[src/rtl/tri_hold_arbiter.sv]
module tri_hold_arbiter (
  input  logic       clk,
  input  logic       rst,
  input  logic [2:0] req,
  output logic [2:0] grant
);

  typedef enum logic [1:0] {FREE, OWN0, OWN1, OWN2} st_t;

  st_t st, st_nx;

  always_comb begin
    st_nx = st;
    unique case (st)
      FREE: begin
        if (req[0])      st_nx = OWN0;
        else if (req[1]) st_nx = OWN1;
        else if (req[2]) st_nx = OWN2;
        else             st_nx = FREE;
      end
      OWN0: st_nx = req[0] ? OWN0 : FREE;
      OWN1: st_nx = req[1] ? OWN1 : FREE;
      OWN2: st_nx = req[2] ? OWN2 : FREE;
      default: st_nx = FREE;
    endcase
  end

  always_ff @(posedge clk) begin
    if (rst) st <= FREE;
    else     st <= st_nx;
  end

  assign grant = {st == OWN2, st == OWN1, st == OWN0};

  AST_AT_MOST_ONE: assert property (@(posedge clk) disable iff (rst)
    $onehot0(grant));
  AST_PICK_TOP: assert property (@(posedge clk) disable iff (rst)
    (grant == 3'b000 && req[0]) |=> grant == 3'b001);
  AST_PICK_MID: assert property (@(posedge clk) disable iff (rst)
    (grant == 3'b000 && !req[0] && req[1]) |=> grant == 3'b010);
  AST_PICK_LOW: assert property (@(posedge clk) disable iff (rst)
    (grant == 3'b000 && req == 3'b100) |=> grant == 3'b100);
  AST_STAY_FREE: assert property (@(posedge clk) disable iff (rst)
    (grant == 3'b000 && req == 3'b000) |=> grant == 3'b000);
  AST_HOLD_OWNER: assert property (@(posedge clk) disable iff (rst)
    ((grant & req) != 3'b000) |=> $stable(grant));
  AST_RELEASE: assert property (@(posedge clk) disable iff (rst)
    (grant != 3'b000 && (grant & req) == 3'b000) |=> grant == 3'b000);
  AST_VIA_FREE: assert property (@(posedge clk) disable iff (rst)
    (grant != 3'b000) |=> ($stable(grant) || grant == 3'b000));

endmodule

[config.mk]
export PLATFORM = sky130hd
export DESIGN_NAME = tri_hold_arbiter
export DESIGN_NICKNAME = d
export VERILOG_FILES = /design/src/rtl/tri_hold_arbiter.sv
export SDC_FILE = /design/constraint.sdc
export NUM_CORES = 1
export LEC_CHECK = 0
export CELL_PAD_IN_SITES_DETAIL_PLACEMENT = 0
export CELL_PAD_IN_SITES_GLOBAL_PLACEMENT = 2
export CORE_AREA = 3 3 40 42
export DETAILED_ROUTE_END_ITERATION = 16
export DIE_AREA = 0 0 43 45
export GPL_ROUTABILITY_DRIVEN = 0
export MAX_ROUTING_LAYER = met4
export PLACE_DENSITY = 0.45
export SYNTH_ARGS = -nofsm -noshare
export SYNTH_HDL_FRONTEND = slang
export SYNTH_SLANG_ARGS = --single-unit
[constraint.sdc]
create_clock -name clk -period 0.9 [get_ports clk]
set_input_delay 0.18 -clock clk [delete_from_list [all_inputs] [get_ports clk]]
set_output_delay 0.18 -clock clk [all_outputs]
set_load 0.01 [all_outputs]
* Word level (Yosys, flattened, before mapping)
Index checks and enable logic that the tools add are counted.
** Word-level totals
- Input bits :: 5
- Output and inout port bits :: 3
- Word-level logic and storage cells :: 11
- Register bits :: 2
** Cells by class
- Equal/unequal tests :: 3
- Reduce and logical (&&, ||, !) cells :: 1
- Muxes and demuxes :: 6
** Operator list (count)
- 2-to-1 mux 2 bit :: 4
- one-hot mux 2 bit (4 select lines) :: 1
- == test 2 bit (second input constant) :: 2
- == test 2 x 1 -> 1 bit (second input constant) :: 1
- zero test 2 bit :: 1
- 2-to-1 mux 1 bit :: 1

* Longest topological paths before layout
- Depth after elaboration :: 4
- Gate-level depth with buffers :: 3
- Mapped depth without buffers :: 3

* Worst setup path before layout
Ideal clock, no wire load.
- Path type :: register -> register
- Start point :: reg st[1]
- End point :: reg st[0]
- Period minus slack after synthesis :: 0.787 ns
- Cell stages (with the launch flop) :: 4
- Setup time :: 0.118 ns
- Data required time :: 0.782 ns
- Path buffers :: 0
- Data arrival time :: 0.669 ns
- Path slack :: 0.113 ns
- Cells stage by stage :: dfxtp_1 and2_4 o21ai_1 a21oi_1
** On the way
- Cells in the longest elaborated chain, start to end :: 2
- Elaborated cells on any way between the ends :: 5
- Classes of those cells :: eq/ne: 3; mux: 1; reduce/logical: 1
** RTL lines
- start: declaration :: line 10 : st_t st, st_nx;
- start signal: assignment :: line 30 : else st <= st_nx;
- == test 2 bit
- named net grant[2] :: line 5 : output logic [2:0] grant
- one-hot mux 2 bit (4 select lines) :: line 14 : unique case (st)
The timed path passes the listed nets, and every way through them passes these cells.
A chain may end at the register's enable or synchronous reset.

* Worst setup path in the final report
- Start point :: reg st[0]
- End point :: out grant[1]
** On the way
- Cells in the longest elaborated chain, start to end :: 1
** RTL lines
- == test 2 bit :: line 33 : assign grant = {st == OWN2, st == OWN1, st == OWN0};
- end: declaration :: line 5
No other way between the ends.

==> metrics.csv <==
metric,value,unit
number of fill cells,157,
Sequential cell area,42.54,sq um
clk sinks,2,
Synth Area in XOR/XNOR,0,%
Area Growth Syn to Fin,170.5,%
post-synthesis instance area,110.1,sq um
grt total ovfl,0,
"FFs w/ async S/R, synth",0,%
"top cells by area, synth","dfxtp_1 36%, and2b_2 16%, a21oi_1 9.1%, nor3_1 9.1%, o21ai_1 9.1%",
WL/cell,9.381,microns
Max Cap Viol,0,
CTS tree,done,
syn nets,18,
Tot Pwr,425.7,uW
routed vias/inst,3.500,
R2R Path Start,st[1],
Top Ports,8,
Hold Path Sink,st[0],
kind of critical path,reg2out,
synthesized instance count,13,
initial core utilization,8.569,%
Hold Path Origin,req[1],
H-tree depth,1,
"Largest stage delay, worst path",330,ps
Die X,43,microns
PortBufs,7,
vias in the first global route,145,
post-synthesis compound-gate area fraction,18.18,%
Startpoint Class,flop,
Max Slew Vio Count,0,
HP Class,in2reg,
"EDFF count, synth",0,
First-pass DRT Iterations,2,
Synth cell types,8,
CP cell instances,and2b_2 -> buf_6,
placed insts,39,
most frequent cells after synthesis,"2 x a21oi_1, 2 x and2b_2, 2 x dfxtp_1, 2 x nor3_1, 2 x o21ai_1",
Top reg by flops,st,
worst reg-to-reg path cell count,4,
multi-input logic area,111.4,sq um
met3 WL,63,microns
final WL,394,microns
Ys Warns,0,
crit path DAT,890,ps
leak pwr,0.1228,nW
Least-Margin Pin Slew,211.4,ps
Post-Synth Simple-Gate Area,45.45,%
Non-Filler Instances,42,
FF-to-FF setup slack,-10,ps
critical-path maximum fanout,4,
Fin. Hold Viols,0,
largest net degree at the start of global routing,5,
number of setup buffers added after CTS,0,
Clock Latency Late Sink,220,ps
ANT nets after route,0,
WL met1,159,microns
Crit. Startpoint,st[0],
top cell type's share of synthesized area,36.36,%
Row Count,13,
core area,1285,sq um
Yosys top cell by area,dfxtp_1,
Root Buffer,clkbuf_4,
Hold Buf Count CTS,0,
mux contribution to synthesized area,0,%
die area,1935,sq um
Die H,45,microns
failing checks,negative setup slack,
Initial DRC Count,1,
first-pass GRT wire length,586,microns
largest family of logic cells by synthesized area,simple AND/OR/NAND/NOR gates,
Remaining DRCs,0,
CTS Buffer Depth,2,
Synth Area in Adders,0,%
setup slack after layout,-167.7,ps
via count,147,
ys flop type,dfxtp_1,
Place WS,-318.9,ps
minimum clock period,1068,ps
ANT cells,0,
"Reg clk slew, reported paths",30,ps
pwr/cell area,1430,nW/um^2
r2r endpoint,st[1],
Worst Path Required,720,ps
worst vdd ir,0.5153,mV
outcome,"finished, violations left",
Tot GR Track Use,4.803,%
"Seq/Total Area, Yosys",36.36,%
max layer used,met3,
"flops & latches, synth",2,
top flop regs,st (2),
fmax,936.6,MHz
Critical-path top delay cell,dfxtp_2,
RSZ-0062 raised after global routing,yes,
"Net count, final",34,
Hold Path Depth,4,
Worst Skew,5.179,ps
number of flip-flops in the largest register,2,
layout cells sized above 1,77.78,%
Sum Neg Setup Slack,-435.7,ps
Crit. End Element,output pin,
initial antenna violation count,0,
Syn Area/Cell,8.470,sq um
fin crit share,118.6,%
max_slew headroom,85.86,%
CTS Buf Count,3,
routed wl met2,172,microns
final setup fails,5,
==> kinds of logic after synthesis <==
| family | count (synthesis) |
|---|---|
| and+or+nand+nor | 7 |
| AOI/OAI and AO/OA | 4 |
| DFF | 2 |
==> layer usage <==
metal	global-route usage, %	vias up
li1	-	75
met1	4.337	62
met2	5.389	10
met3	5.578	0
met4	3.614	0
met5	-	-
==> metrics by stage <==
stage               hold WS, ps  area, sq um  util, %
global placement          700.3        229.0    17.82
CTS                       490.1        276.5    21.52
detailed placement        672.8        229.0    17.82
finish                    507.6        297.8    23.17
floorplan                 249.1        110.1        -
global route              523.3        297.8    23.17
==> report_power, final <==
part	total, mW	switching, mW	internal [mW]
sequential	0.105	0.00619	0.0986
combinational	0.124	0.0488	0.0752
clock	0.197	0.0499	0.147
==> worst max-delay path, delay by kind of cell (launching register included) <==
kind | cells | cell delay (ps)
flops | 1 | 330
simple gates | 1 | 220
buf+inv | 1 | 110
==> worst max path at each step <==
stage | cells past startpoint | slack (ps) | endpoint
finish | 2 | -170 | grant[1]
detailed placement | 2 | -320 | grant[0]
global placement | 2 | -330 | grant[0]
CTS | 2 | -170 | grant[1]
floorplan | 3 | 110 | st[0]
global route | 2 | -200 | grant[1]
==> what timing repair did <==
item	CTS	global route
setup endpoints to repair	5	5
pin swaps	5	3
gates resized for setup	22	4
==> layout by cell type (no fill, tap or decap), drive strengths merged <==
master / n
a21oi: 2
and2: 1
and2b: 2
buf: 7
clkbuf: 3
clkdlybuf4s50: 3
dfxtp: 2
dlygate4sd2: 1
nand2b: 1
nand3b: 1
nor3: 2
o21ai: 2
==> cell type report <==
type	instances	share of cell area, %
Clock buffer	3	7.563
Multi-Input combinational cell	11	37.39
Tap cell	15	6.303
Timing Repair Buffer	11	34.45
Sequential cell	2	14.29
(Power assumes the default switching activity.)
